===== config.mk =====
export PLATFORM = sky130hd
export DESIGN_NAME = agp_master_seq
export DESIGN_NICKNAME = d
export VERILOG_FILES = /design/src/rtl/agp_seq_pkg.sv /design/src/rtl/agp_stat_decode.sv /design/src/rtl/agp_req_fifo.sv /design/src/rtl/agp_rbf_ctl.sv /design/src/rtl/agp_master_seq.sv
export SDC_FILE = /design/constraint.sdc
export NUM_CORES = 1
export LEC_CHECK = 0
export BUFFER_PORTS_ARGS = -buffer_cell sky130_fd_sc_hd__buf_4
export CAP_MARGIN = 20
export CORE_ASPECT_RATIO = 2
export CORE_MARGIN = 1.5
export CORE_UTILIZATION = 45
export CTS_CLUSTER_DIAMETER = 120
export CTS_CLUSTER_SIZE = 28
export DETAILED_ROUTE_END_ITERATION = 12
export GPL_ROUTABILITY_DRIVEN = 0
export PLACE_DENSITY_LB_ADDON = 0.25
export SETUP_SLACK_MARGIN = 0.2
export SLEW_MARGIN = 20
export SYNTH_ARGS = -nofsm -noshare
export SYNTH_HDL_FRONTEND = slang
export SYNTH_SLANG_ARGS = --single-unit

===== constraint.sdc =====
create_clock -name clk -period 2 [get_ports clk]
set_input_delay 0.1 -clock clk [delete_from_list [all_inputs] [get_ports clk]]
set_output_delay 0.1 -clock clk [all_outputs]
set_load 0.02 [all_outputs]

===== src/rtl/agp_seq_pkg.sv =====
package agp_seq_pkg;

  // decoded one-cycle events
  typedef struct packed {
    logic lp_rd;
    logic hp_rd;
    logic lp_wr;
    logic hp_wr;
    logic perm;
  } evt_t;

  typedef enum logic [1:0] {SQ_IDLE, SQ_PIPE, SQ_FRAME} seq_e;

  // status decode, qualified by active-low grant
  function automatic evt_t decode_status(input logic gnt_n, input logic [2:0] code);
    evt_t e;
    e = '0;
    if (!gnt_n) begin
      case (code)
        3'b000:  e.lp_rd = 1'b1;
        3'b001:  e.hp_rd = 1'b1;
        3'b010:  e.lp_wr = 1'b1;
        3'b011:  e.hp_wr = 1'b1;
        3'b111:  e.perm  = 1'b1;
        default: e = '0;
      endcase
    end
    return e;
  endfunction

  // throttle is needed when free space drops under the threshold
  function automatic logic rbf_needed(input int unsigned free_cnt, input int unsigned thr);
    return free_cnt < thr;
  endfunction

endpackage


===== src/rtl/agp_stat_decode.sv =====
module agp_stat_decode
  import agp_seq_pkg::*;
(
  input  logic       clk,
  input  logic       rst_n,
  input  logic       gnt_n,
  input  logic [2:0] st,
  output evt_t       now_ev,
  output evt_t       ev_q
);

  assign now_ev = decode_status(gnt_n, st);

  always_ff @(posedge clk) begin
    if (!rst_n) ev_q <= '0;
    else        ev_q <= now_ev;
  end


  grant_gate_chk: assert property (@(posedge clk) disable iff (!rst_n)
    gnt_n |=> (ev_q == '0));


  reserved_quiet_chk: assert property (@(posedge clk) disable iff (!rst_n)
    (!gnt_n && st[2] && (st != 3'b111)) |=> (ev_q == '0));


  event_onehot_chk: assert property (@(posedge clk) disable iff (!rst_n)
    $onehot0(ev_q));

endmodule


===== src/rtl/agp_req_fifo.sv =====
module agp_req_fifo #(
  parameter int DEPTH = 4,
  parameter int W     = 32
) (
  input  logic         clk,
  input  logic         rst_n,
  input  logic         push,
  input  logic [W-1:0] din,
  input  logic         pop,
  output logic [W-1:0] dout,
  output logic         empty,
  output logic         full
);

  localparam int AW = (DEPTH > 1) ? $clog2(DEPTH) : 1;
  localparam int CW = $clog2(DEPTH + 1);

  logic [W-1:0]  mem [DEPTH];
  logic [AW-1:0] rd_ptr, wr_ptr;
  logic [CW-1:0] count;
  logic          push_ok, pop_ok;

  function automatic logic [AW-1:0] bump(input logic [AW-1:0] p);
    return (p == AW'(DEPTH - 1)) ? '0 : p + 1'b1;
  endfunction

  assign empty   = (count == '0);
  assign full    = (count == CW'(DEPTH));
  assign push_ok = push && !full;
  assign pop_ok  = pop && !empty;
  assign dout    = mem[rd_ptr];

  always_ff @(posedge clk) begin
    if (!rst_n) begin
      rd_ptr <= '0;
      wr_ptr <= '0;
      count  <= '0;
    end else begin
      if (push_ok) wr_ptr <= bump(wr_ptr);
      if (pop_ok)  rd_ptr <= bump(rd_ptr);
      if (push_ok && !pop_ok)      count <= count + 1'b1;
      else if (pop_ok && !push_ok) count <= count - 1'b1;
    end
  end

  for (genvar i = 0; i < DEPTH; i++) begin : g_slot
    always_ff @(posedge clk) begin
      if (push_ok && (wr_ptr == AW'(i))) mem[i] <= din;
    end
  end


  no_overflow_chk: assert property (@(posedge clk) disable iff (!rst_n)
    count <= CW'(DEPTH));


  pop_nonempty_chk: assert property (@(posedge clk) disable iff (!rst_n)
    pop |-> !empty);

endmodule


===== src/rtl/agp_rbf_ctl.sv =====
module agp_rbf_ctl
  import agp_seq_pkg::*;
#(
  parameter int FREE_W = 6,
  parameter int THRESH = 8
) (
  input  logic              clk,
  input  logic              rst_n,
  input  logic [FREE_W-1:0] lp_free,
  output logic              rbf_n
);

  always_ff @(posedge clk) begin
    if (!rst_n) rbf_n <= 1'b1;
    else        rbf_n <= !rbf_needed(32'(lp_free), 32'(THRESH));
  end


  rbf_release_chk: assert property (@(posedge clk) disable iff (!rst_n)
    (32'(lp_free) >= 32'(THRESH)) |=> rbf_n);

endmodule


===== src/rtl/agp_master_seq.sv =====
module agp_master_seq
  import agp_seq_pkg::*;
#(
  parameter int ADDR_W     = 32,
  parameter int RQ_DEPTH   = 4,
  parameter int FREE_W     = 6,
  parameter int RBF_THRESH = 8
) (
  input  logic              clk,
  input  logic              rst_n,
  input  logic              gnt_n,
  input  logic [2:0]        st,
  input  logic              req_pci,
  input  logic              enq_valid,
  input  logic [ADDR_W-1:0] enq_addr,
  input  logic [FREE_W-1:0] lp_free,
  output logic              rq_full,
  output logic              ev_lp_rd,
  output logic              ev_hp_rd,
  output logic              ev_lp_wr,
  output logic              ev_hp_wr,
  output logic              ev_perm,
  output logic              pipe_n,
  output logic              frame_n,
  output logic [ADDR_W-1:0] ad_out,
  output logic              ad_oe,
  output logic              rbf_n,
  output logic              proto_err
);

  evt_t              now_ev, ev_q;
  seq_e              sq;
  logic              fifo_empty, fifo_full, go;
  logic [ADDR_W-1:0] fifo_head, ad_q;
  logic              perr_q;

  agp_stat_decode u_dec (
    .clk(clk), .rst_n(rst_n), .gnt_n(gnt_n), .st(st),
    .now_ev(now_ev), .ev_q(ev_q)
  );

  agp_req_fifo #(.DEPTH(RQ_DEPTH), .W(ADDR_W)) u_fifo (
    .clk(clk), .rst_n(rst_n), .push(enq_valid), .din(enq_addr),
    .pop(go), .dout(fifo_head), .empty(fifo_empty), .full(fifo_full)
  );

  agp_rbf_ctl #(.FREE_W(FREE_W), .THRESH(RBF_THRESH)) u_rbf (
    .clk(clk), .rst_n(rst_n), .lp_free(lp_free), .rbf_n(rbf_n)
  );

  // a new address is issued when permission holds and work is queued
  assign go = (sq != SQ_FRAME) && now_ev.perm && !fifo_empty;

  always_ff @(posedge clk) begin
    if (!rst_n) begin
      sq     <= SQ_IDLE;
      ad_q   <= '0;
      perr_q <= 1'b0;
    end else begin
      perr_q <= now_ev.lp_rd && !rbf_n;
      if (go) begin
        ad_q <= fifo_head;
        sq   <= (sq == SQ_IDLE && req_pci) ? SQ_FRAME : SQ_PIPE;
      end else begin
        sq   <= SQ_IDLE;
      end
    end
  end

  assign rq_full   = fifo_full;
  assign ev_lp_rd  = ev_q.lp_rd;
  assign ev_hp_rd  = ev_q.hp_rd;
  assign ev_lp_wr  = ev_q.lp_wr;
  assign ev_hp_wr  = ev_q.hp_wr;
  assign ev_perm   = ev_q.perm;
  assign pipe_n    = (sq != SQ_PIPE);
  assign frame_n   = (sq != SQ_FRAME);
  assign ad_oe     = (sq != SQ_IDLE);
  assign ad_out    = ad_q;
  assign proto_err = perr_q;


  pipe_frame_excl_chk: assert property (@(posedge clk) disable iff (!rst_n)
    !(!pipe_n && !frame_n));


  pipe_needs_perm_chk: assert property (@(posedge clk) disable iff (!rst_n)
    !pipe_n |-> $past(now_ev.perm));


  frame_single_chk: assert property (@(posedge clk) disable iff (!rst_n)
    !frame_n |=> frame_n);


  err_when_throttled_chk: assert property (@(posedge clk) disable iff (!rst_n)
    proto_err |-> $past(!rbf_n && now_ev.lp_rd));

endmodule


-- Word level (Yosys, flattened, before mapping)
Memory sizes are Yosys's and may differ from the RTL's. A register that Yosys moved wholly into a read port is not among the register bits.
Cells that the tools add are included.
- register bits after elaboration: 16
- latch bits: 0
- bits in writable memories: 128
- memory bits (read-only): 0
- bits of input ports: 46
- output and inout bits: 43
- word-level logic and storage cells: 87
- memories kept: 1
- add/sub/neg operators: 4
- multipliers: 0
- div/mod/pow operators: 0
- magnitude comparators: 1
- eq/ne operators: 11
- shift operators: 0
- multiplexer cells: 28
- bitwise operators: 1
- reduce and logical (&&, ||, !) cells: 30
- memories (memory ; words ; width ; read ports ; clocked after memory_dff ; write ports ; RTL line ; source):
    u_fifo.mem ; 4 ; 32 ; 1 ; 1 ; 1 ; agp_req_fifo.sv:18 ; logic [W-1:0] mem [DEPTH];
- operators by type and width (cell ; count):
    two-way mux 32 bit ; 3
    OR reduction 32 bit ; 3
    two-way mux 1 bit ; 16
    logical AND 1 bit ; 12
    two-way mux 2 bit ; 6
    logical NOT 1 bit ; 7
    == test 2 bit, second input constant ; 3
    == test 3 x 2 -> 1 bit, second input constant ; 2
    == test 3 bit, second input constant ; 2
    logical NOT 3 bit ; 2
    < comparator 6 x 4 -> 1 bit, second input constant ; 1
    two-way mux 3 bit ; 2
    two-way mux 5 bit ; 1
    adder 2 x 1 -> 2 bit, second input constant ; 2
    logical NOT 2 bit ; 2
    nonzero test 2 bit ; 2
    adder 3 x 1 -> 3 bit, second input constant ; 1
    == test 3 x 1 -> 1 bit, second input constant ; 1
    subtractor 3 x 1 -> 3 bit, second input constant ; 1
    == test 2 x 1 -> 1 bit, second input constant ; 1
    != test 2 x 1 -> 1 bit, second input constant ; 1
    != test 2 bit, second input constant ; 1
    AND reduction 2 bit ; 1
    OR reduction 2 bit ; 1
    NOT 1 bit ; 1

-- Depth between registers and ports, before layout
Gate-level depths: netlist (run 1).
- depth in word-level cells: 10
- gate-level depth with buffers: 9
- depth with buffers taken out: 9

-- Cells and area by module
Synthesis (run 1) repeated with hierarchy kept, for this count alone.
- cells, all modules: 388
- area, all modules: 6787.8 um^2
- by module, submodules not included (module ; instances ; cells each ; area each (um^2) ; sequential area each (um^2)):
    agp_req_fifo ; 1 ; 218 ; 5138.7 ; 4023.9
    agp_master_seq ; 1 ; 151 ; 1425.1 ; 700.7
    agp_stat_decode ; 1 ; 17 ; 193.9 ; 100.1
    agp_rbf_ctl ; 1 ; 2 ; 30.0 ; 20.0

-- Worst setup path before layout (run 1)
OpenSTA, ideal clock, no wires.
- path kind: register to register
- from: register u_fifo.count[0]
- to: register u_fifo.count[2]
- library setup time: 0.070 ns
- data arrival time: 2.017 ns
- required time: 1.930 ns
- setup slack: -0.086 ns
- cell stages (with the launch flop): 10
- path buffers: 0
- period minus slack after synthesis: 2.086 ns
- cells stage by stage: dfxtp_1 -> nor3_2 -> nor3_1 -> inv_1 -> ha_1 -> inv_1 -> fa_1 -> xor2_1 -> or3_1 -> a21oi_1
- longest elaborated chain between the ends: 7
- elaborated cells between the ends (all ways): 16
- classes of those cells: add/sub: 2; eq/ne: 1; mux: 2; reduce/logical: 11
- ends and longest elaborated chain (what ; RTL line ; source):
    start, declared ; agp_req_fifo.sv:20 ; logic [CW-1:0] count;
    start signal, assigned ; agp_req_fifo.sv:41 ; if (push_ok && !pop_ok) count <= count + 1'b1;
    start signal, assigned ; agp_req_fifo.sv:42 ; else if (pop_ok && !push_ok) count <= count - 1'b1;
    branches (longest 7 deep; another with subtractor 3 x 1 -> 3 bit) ; -- ;
Parallel ways; which one is timed is not known. The select of a mux whose other input is x is not followed.
A chain may end at the register's enable or synchronous reset.

-- Final worst setup path (run 1)
- from: register u_fifo.count[2]
- to: register u_fifo.count[2]
Same word-level chain as after synthesis.

==> impl_metrics.ini, run 1 <==
[run_status]
status = completed

[logic_synthesis]
yosysMostFrequentCell = edfxtp_1
ys.flop_type = edfxtp_1
syn_inst = 390
synth.cell_area_sq_um = 6690
synth.ff_latch_count = 176
synth_edf_count = 128
yosysWarnings = 0
synth_common_cells = edfxtp_1, dfxtp_1, inv_1, mux4_2, o311ai_0
synth_cell_types = 36
netlist.area_leader.share = 0.574
async_flop_share = 0
ys_seq_area_frac = 0.718
synth_area_leaders = edfxtp_1, dfxtp_1, mux4_2, o311ai_0, o21ai_1
syn_area_per_cell_sq_um = 17.2
syn_nets = 443
synth_largest_area_cell = edfxtp_1

[sta]
post-route-period-util = 0.981
period_minus_slack_ns = 1.96
hold_ws_ns = 0.0491
tightest_slew_ns = 0.733
rsz0062_at_grt = true
final_hold_viol_count = 0
finalSetupViolCount = 0
drv_slew = 0
skew_ns = 0.00920
clock.fmax_ghz = 0.510
slew_headroom = 0.510
layout_setup_ws_ns = 0.0373

[setup_path]
crit_fanout = 3
required_ns = 2.35
crit_buf_inv = 2
r2r_cells = 9
path_delay_family = simple AND/OR/NAND/NOR gates
cpPeakStageDelay_ns = 0.36
path_class = reg2reg
cp-start-kind = flop
critPathCaptureType = flop
r2r-start = u_fifo.count[2]$_SDFFE_PN0P_
reg2reg_to = u_fifo.count[2]$_SDFFE_PN0P_
r2r_slack_ns = 0.04
critPathArrivalTime_ns = 2.31
crit_chain = nor3_4 > nor3_2 > inv_1 > ha_2 > inv_2 > fa_2 > xor2_1 > or3_1 > a21oi_2
critical_path.slowest_cell = dfxtp_4

[routing]
ant_nets = 0
wl_met3_um = 449
highest_layer = met4
viasPerCell = 5.31
avgRoutedWirePerCell_um = 18.3
via_count = 3919
route.detailed.drc = 0
routedLengthMet1_mm = 4.88
met2RoutedLength_mm = 7.85
drt_wl_total_mm = 13.5
firstDrtPassIters = 4
drt-initial-drc-count = 170

[die]
start_util = 0.464
coreArea_sq_um = 14400
die_width_um = 89.2
ios = 89
die_h_um = 175
dieArea_sq_um = 15700
rows = 62

[global_routing]
grt_max_degree = 40
grt_usage = 0.188
antenna_found_initial = 0
grt_pass1_vias = 4162
grt_pass1_wl_mm = 21.2
overflow = 0

[clock_network]
cts_root_buffer = clkbuf_16
cts_tree = built
cts_max_level = 4
insertion_delay_ns = 0.42
clock-sinks = 176
clockBufferDepth = 2
cts_buffers = 17
path_clk_slew_ns = 0.07

[power]
leakagePower_nw = 3.19
total_power_mw = 8.67
p_per_area_nw_per_um2 = 998
ir_drop_mv = 0.875

[finish]
fill_cells = 1164
antenna_cells = 0
area_growth_pct = 29.8
drive_gt1_frac = 0.368
final_nets = 586

[hold_path]
hold_depth = 4
hold_start = gnt_n
min_delay_worst_endpoint = u_dec.ev_q[4]$_SDFF_PN0_
hp-class = in2reg

[job]
drv_cap = 0

[placement]
port_buffers = 85
place_hpwl_mm = 8.20
place_ws_ns = 0.0667
[cells by family (layout without fill, tap and decap cells)]
kind of cell,Yosys count,count (layout),share of synthesized area
AOI/OAI and AO/OA,71,71,0.0716
xor gates and xnor gates,2,2,0.00262
adders and majority gates,7,7,0.0142
buffers and inverters,64,220,0.0454
DFF,176,176,0.718
muxes,35,35,0.112
and+or+nand+nor,35,35,0.0361
[metal layers]
metal,track usage,vias to the layer above
met1,0.196,1990
met4,0.0782,0
met2,0.349,103
li1,-,1806
met5,0,-
met3,0.0395,20
[worst max-delay path by stage]
stage,to,startpoint,cells after the start,slack (ns)
detailed placement,u_fifo.count[2]$_SDFFE_PN0P_,u_fifo.count[1]$_SDFFE_PN0P_,9,0.07
global placement,u_fifo.count[2]$_SDFFE_PN0P_,u_fifo.count[1]$_SDFFE_PN0P_,9,0.13
finish,u_fifo.count[2]$_SDFFE_PN0P_,u_fifo.count[2]$_SDFFE_PN0P_,9,0.04
floorplan,u_fifo.count[2]$_SDFFE_PN0P_,u_fifo.count[1]$_SDFFE_PN0P_,9,0.09
global route,u_fifo.count[2]$_SDFFE_PN0P_,u_fifo.count[2]$_SDFFE_PN0P_,9,-0.04
CTS,u_fifo.count[2]$_SDFFE_PN0P_,u_fifo.count[2]$_SDFFE_PN0P_,9,0.05
[placed cells by master, fill, tap and decap left out, drive strengths merged]
cell,netlist,layout
a21oi,4,4
and2,4,4
and4,1,1
and4b,1,1
buf,13,107
bufinv,0,2
clkbuf,11,17
clkinv,3,11
dfxtp,48,48
dlygate4sd3,0,41
edfxtp,128,128
fa,1,1
ha,6,6
inv,37,42
mux2i,3,3
mux4,32,32
nand2,5,5
nand2b,1,1
nand3b,1,1
nand4,1,1
nand4b,1,1
nor2,7,7
nor2b,1,1
nor3,3,3
nor3b,3,3
nor4,1,1
o21ai,35,35
o311ai,32,32
or3,3,3
or4,2,2
xor2,2,2
[registers in the layout, summed over array words and instances (netlist names)]
signal,count
ad_out,32
proto_err,1
u_fifo.rd_ptr,2
u_fifo.count,3
u_rbf.rbf_n,1
u_fifo.mem,128
u_dec.ev_q,5
sq,2
u_fifo.wr_ptr,2
[tightest hold or removal path: stages]
cell and delay [ns]:
buf_4 0.09, nor2_1 0.04, nand2_1 0.12, nor3_1 0.06
[what timing repair did]
item / CTS / global route
buffers inserted: 3 / 2
endpoints found under the hold margin: 136 / 0
hold buffers: 41 / 0
endpoints found under the setup margin: 35 / 37
pin swaps: 2 / 29
gates resized for setup: 2 / 16
[power breakdown]
group	switching, mW	internal (mW)	total [mW]
clock	1.36	1.86	3.22
sequential	0.104	4.21	4.32
combinational	0.638	0.496	1.13
total	2.11	6.57	8.67
[final cells by class]
| cell class | instances | area (sq um) | share of cell area |
|---|---|---|---|
| sequential | 176 | 4820 | 0.555 |
| multi-input combinational | 150 | 1670 | 0.192 |
| timing repair buffer | 148 | 1230 | 0.141 |
| clock buffer | 17 | 425 | 0.0490 |
| tap | 192 | 240 | 0.0277 |
| clock inverter | 15 | 159 | 0.0183 |
| inverter | 40 | 150 | 0.0173 |
[stage by stage]
stage | util | TNS, ns | instances | instance area, sq um
finish | 0.602 | 0 | 738 | 8690
global route | 0.602 | -0.0406 | 738 | 8690
CTS | 0.597 | 0 | 736 | 8620
detailed placement | 0.527 | 0 | 660 | 7600
global placement | 0.527 | 0 | 660 | 7600
floorplan | - | 0 | 390 | 6730
Power figures use the tool's default switching activity.
==> run 2: changes to the inputs <==
CORE_ASPECT_RATIO = default   (was 2)
==> impl_metrics.ini, run 2 (synthesis results as in run 1) <==
[run_status]
status = completed

[clock_network]
insertion_delay_ns = 0.43
path_clk_slew_ns = 0.06
cts_tree = built
clockBufferDepth = 2
cts_root_buffer = clkbuf_16
clock-sinks = 176
cts_buffers = 17
cts_max_level = 4

[placement]
place_ws_ns = 0.0951
place_hpwl_mm = 8.17
port_buffers = 85
placedCellCount = 652

[power]
p_per_area_nw_per_um2 = 1030
switching_share = 0.233
pwr-share-seq = 0.481
p_int_mw = 6.92
ir_drop_mv = 0.708
p_comb_frac = 0.124
p_switching_mw = 2.10
pwr-share-clk = 0.396
leakagePower_nw = 3.20

[global_routing]
gr-usage-met3 = 0.0419
grt-busiest-layer = met2
grt_pass1_vias = 4151
use_met1 = 0.217
grt_max_degree = 35
antenna_found_initial = 0
overflow = 0
grt_pass1_wl_mm = 21.7
grt_usage = 0.184
met2_usage = 0.329

[routing]
drt-initial-drc-count = 205
route.detailed.drc = 0
ant_nets = 0
via_count = 3918
avgRoutedWirePerCell_um = 18.9
viasPerCell = 5.38
drt_wl_total_mm = 13.7
firstDrtPassIters = 4

[setup_path]
r2r_cells = 9
crit_fanout = 5
r2r-start = u_fifo.count[1]$_SDFFE_PN0P_
critPathCaptureType = flop
r2r_slack_ns = 0.08
critPathArrivalTime_ns = 2.28
cp-start-kind = flop
required_ns = 2.35
reg2reg_to = u_fifo.count[2]$_SDFFE_PN0P_
path_class = reg2reg

[sta]
period_minus_slack_ns = 1.92
finalSetupViolCount = 0
rsz0062_at_grt = true
slew_headroom = 0.563
drv_slew = 0
clock.fmax_ghz = 0.520
skew_ns = 0.00730
post-route-period-util = 0.961
final_hold_viol_count = 0
tightest_slew_ns = 0.654
layout_setup_ws_ns = 0.0783

[finish]
largest_reg_flops = 128
mostFrequentLayoutCells = edfxtp_1, buf_4, dfxtp_1
largest-register = u_fifo.mem
fill_cells = 1113
antenna_cells = 0
area_growth_pct = 30.3
final_common_cell = edfxtp_1
final_nets = 584
postLayoutCoreUtil = 0.600
drive_gt1_frac = 0.368
fin_cells = 728

[hold_path]
hp-class = in2reg
min_delay_worst_endpoint = u_dec.ev_q[1]$_SDFF_PP0_
hold_depth = 3
hold_start = gnt_n

[die]
rows = 44
ios = 89
start_util = 0.460
coreArea_sq_um = 14500
die_width_um = 125
dieArea_sq_um = 15600
die_h_um = 125

[job]
drv_cap = 0
run 2: worst max-delay path by stage:
| stage | startpoint | endpoint | slack [ns] | cells past startpoint |
|---|---|---|---|---|
| after CTS | u_fifo.count[0]$_SDFFE_PN0P_ | u_fifo.count[2]$_SDFFE_PN0P_ | 0.07 | 9 |
| after global placement | u_fifo.count[1]$_SDFFE_PN0P_ | u_fifo.count[2]$_SDFFE_PN0P_ | 0.13 | 9 |
| final | u_fifo.count[1]$_SDFFE_PN0P_ | u_fifo.count[2]$_SDFFE_PN0P_ | 0.08 | 9 |
| after detailed placement | u_fifo.count[1]$_SDFFE_PN0P_ | u_fifo.count[2]$_SDFFE_PN0P_ | 0.1 | 9 |
| after global routing | u_fifo.count[1]$_SDFFE_PN0P_ | u_fifo.count[2]$_SDFFE_PN0P_ | -0.03 | 9 |
| after floorplan | u_fifo.count[1]$_SDFFE_PN0P_ | u_fifo.count[2]$_SDFFE_PN0P_ | 0.09 | 9 |
run 2: power by group through the flow:
stage	logic, mW	registers, mW	clock network [mW]
finish	1.12	4.33	3.57
detailed placement	1.01	4.41	0
global placement	0.987	4.39	0
floorplan	0.607	4.40	0
CTS	1.09	4.34	3.62
global route	1.22	4.36	3.74
run 2: what timing repair did:
action	in CTS	in global routing
pin swaps	1	26
buffers inserted	1	4
hold endpoints to repair	137	0
gates resized for setup	1	13
endpoints found under the setup margin	5	37
hold buffers	39	0
run 2: per-stage QoR:
step	hold WS (ns)	setup TNS (ns)	instance area, sq um	total power [mW]
6_report	0.0283	0	8720	9.02
3_3_place_gp	0.285	0	7610	5.38
5_1_grt	0.0393	-0.0277	8720	9.32
4_1_cts	0.00997	0	8660	9.04
3_5_place_dp	0.292	0	7610	5.42
2_1_floorplan	0.176	0	6730	5.01
run 2: cell type report:
class	instances	area, sq um	share of cell area
clock buffer	18	429	0.0492
clock inverter	14	213	0.0244
inverter	40	150	0.0172
multi-input combinational	150	1650	0.189
sequential	176	4820	0.552
tap	184	230	0.0264
timing repair buffer	146	1230	0.141
run 2: per-layer routing:
metal | part of all wire | vias up | routed length, um
met2 | 0.53 | 84 | 7310
met4 | 0.017 | 0 | 239
met1 | 0.41 | 2005 | 5690
li1 | - | 1809 | -
met5 | 0 | - | 0
met3 | 0.037 | 20 | 503
run 2: worst max-delay path, stage by stage, from the launching register on:
cell and delay (ns):
dfxtp_4 0.37, nor3_4 0.19, nor3_2 0.06, inv_1 0.06
ha_2 0.19, inv_2 0.04, fa_2 0.35, xor2_1 0.15
or3_1 0.32, a21oi_2 0.12
==> run 3: changes to the inputs <==
REMOVE_ABC_BUFFERS = 1   (was default)
==> impl_metrics.ini, run 3 (synthesis results as in run 1) <==
[power]
leakagePower_nw = 3.21
p_per_area_nw_per_um2 = 1020
ir_drop_mv = 0.747

[sta]
finalSetupViolCount = 0
hold_ws_ns = 0.0470
final_hold_viol_count = 0
clock.fmax_ghz = 0.523
slew_headroom = 0.474
period_minus_slack_ns = 1.91
drv_slew = 0
post-route-period-util = 0.956
skew_ns = 0.0102
tightest_slew_ns = 0.787
rsz0062_at_grt = true

[die]
die_h_um = 125
die_width_um = 125
coreArea_sq_um = 14500
ios = 89
start_util = 0.460
dieArea_sq_um = 15600
rows = 44

[finish]
largest-register = u_fifo.mem
drive_gt1_frac = 0.370
final_nets = 581
mostFrequentLayoutCells = edfxtp_1, buf_4, dfxtp_1
final_common_cell = edfxtp_1
largest_reg_flops = 128
antenna_cells = 0
area_growth_pct = 31.0
postLayoutCoreUtil = 0.603

[setup_path]
cpPeakStageDelay_ns = 0.36
r2r_slack_ns = 0.09
critPathCaptureType = flop
critical_path.slowest_cell = dfxtp_4
path_class = reg2reg
crit_chain = nor3_4 > nor3_2 > inv_1 > ha_2 > inv_2 > fa_2 > xor2_1 > or3_1 > a21oi_2
crit_buf_inv = 2
critPathArrivalTime_ns = 2.26
path_delay_family = simple AND/OR/NAND/NOR gates
required_ns = 2.35
crit_fanout = 3
cp-start-kind = flop

[global_routing]
grt_usage = 0.183
grt_pass1_wl_mm = 21.4
grt_pass1_vias = 3988
grt_max_degree = 40
antenna_found_initial = 0
overflow = 0

[clock_network]
clockBufferDepth = 2
cts_tree = built
path_clk_slew_ns = 0.06
cts_max_level = 4
cts_root_buffer = clkbuf_16
clock-sinks = 176
insertion_delay_ns = 0.42
cts_buffers = 17

[placement]
place_hpwl_mm = 7.52
port_buffers = 85

[routing]
viasPerCell = 5.39
ant_nets = 0
via_count = 3909
drt_wl_total_mm = 13.6
avgRoutedWirePerCell_um = 18.7
route.detailed.drc = 0
drt-initial-drc-count = 211
firstDrtPassIters = 5

[job]
drv_cap = 0

[hold_path]
hp-class = in2reg

[run_status]
status = completed
## run 3: cell count changes in the layout (fill, tap and decap cells not counted), moves of 2 or more
cell / delta
buf_12: +3
buf_4: -8
clkbuf_1: +5
clkbuf_8: +2
clkinv_2: -2
clkinvlp_4: -3
o21ai_1: -7
o21ai_2: +7
## run 3: worst register-to-register path: stages (launching register included)
cell     delay (ns)
dfxtp_4        0.36
nor3_4         0.20
nor3_2         0.07
inv_1          0.06
ha_2           0.18
inv_2          0.04
fa_2           0.35
xor2_1         0.16
or3_1          0.32
a21oi_2        0.12
## run 3: cell type report
| cell class | count | area, sq um |
|---|---|---|
| clock buffers | 26 | 500 |
| clock inverters | 6 | 130 |
| fillers | 1128 | 5770 |
| inverters | 40 | 150 |
| multi-input cells | 150 | 1690 |
| flip-flops and latches | 176 | 4820 |
| well taps | 184 | 230 |
| repair buffers | 143 | 1250 |
## run 3: path summary, 6_finish.rpt
| path | start | to | depth (start not counted) |
|---|---|---|---|
| max | u_fifo.count[0]$_SDFFE_PN0P_ | u_fifo.count[2]$_SDFFE_PN0P_ | 9 |
| min | gnt_n | u_dec.ev_q[1]$_SDFF_PP0_ | 3 |
| max reg2reg | u_fifo.count[0]$_SDFFE_PN0P_ | u_fifo.count[2]$_SDFFE_PN0P_ | 9 |
| min reg2reg | ad_out[27]$_SDFFE_PN0N_ | ad_out[27]$_SDFFE_PN0N_ | 2 |
## run 3: per-layer routing
metal | up-vias | GRT usage | wire length [um]
met3 | 11 | 0.0488 | 609
met5 | - | 0 | 0
met4 | 0 | 0.0561 | 112
met2 | 106 | 0.314 | 7030
met1 | 1993 | 0.228 | 5820
li1 | 1799 | - | -
## run 3: through the flow
step	TNS (ns)	cell area [sq um]	total power, mW	cells	worst slack [ns]
CTS	0	8700	9.03	725	0.0843
global route	-0.0427	8770	9.30	725	-0.0427
floorplan	-14.08	6540	4.92	366	-0.850
detailed placement	-0.0719	7620	5.43	650	-0.0719
global placement	0	7620	5.38	650	0.0510
finish	0	8770	8.98	725	0.0877
## run 3: repair_timing
action	in CTS	in global routing
setup endpoints to repair	7	37
pin swaps	7	29
hold buffers	40	0
buffers inserted	3	0
endpoints found under the hold margin	137	0
resized for setup	11	23
## run 3: power by group
group	switching, mW	internal [mW]	total (mW)
combinational	0.657	0.524	1.18
sequential	0.102	4.21	4.31
clock	1.25	2.23	3.48
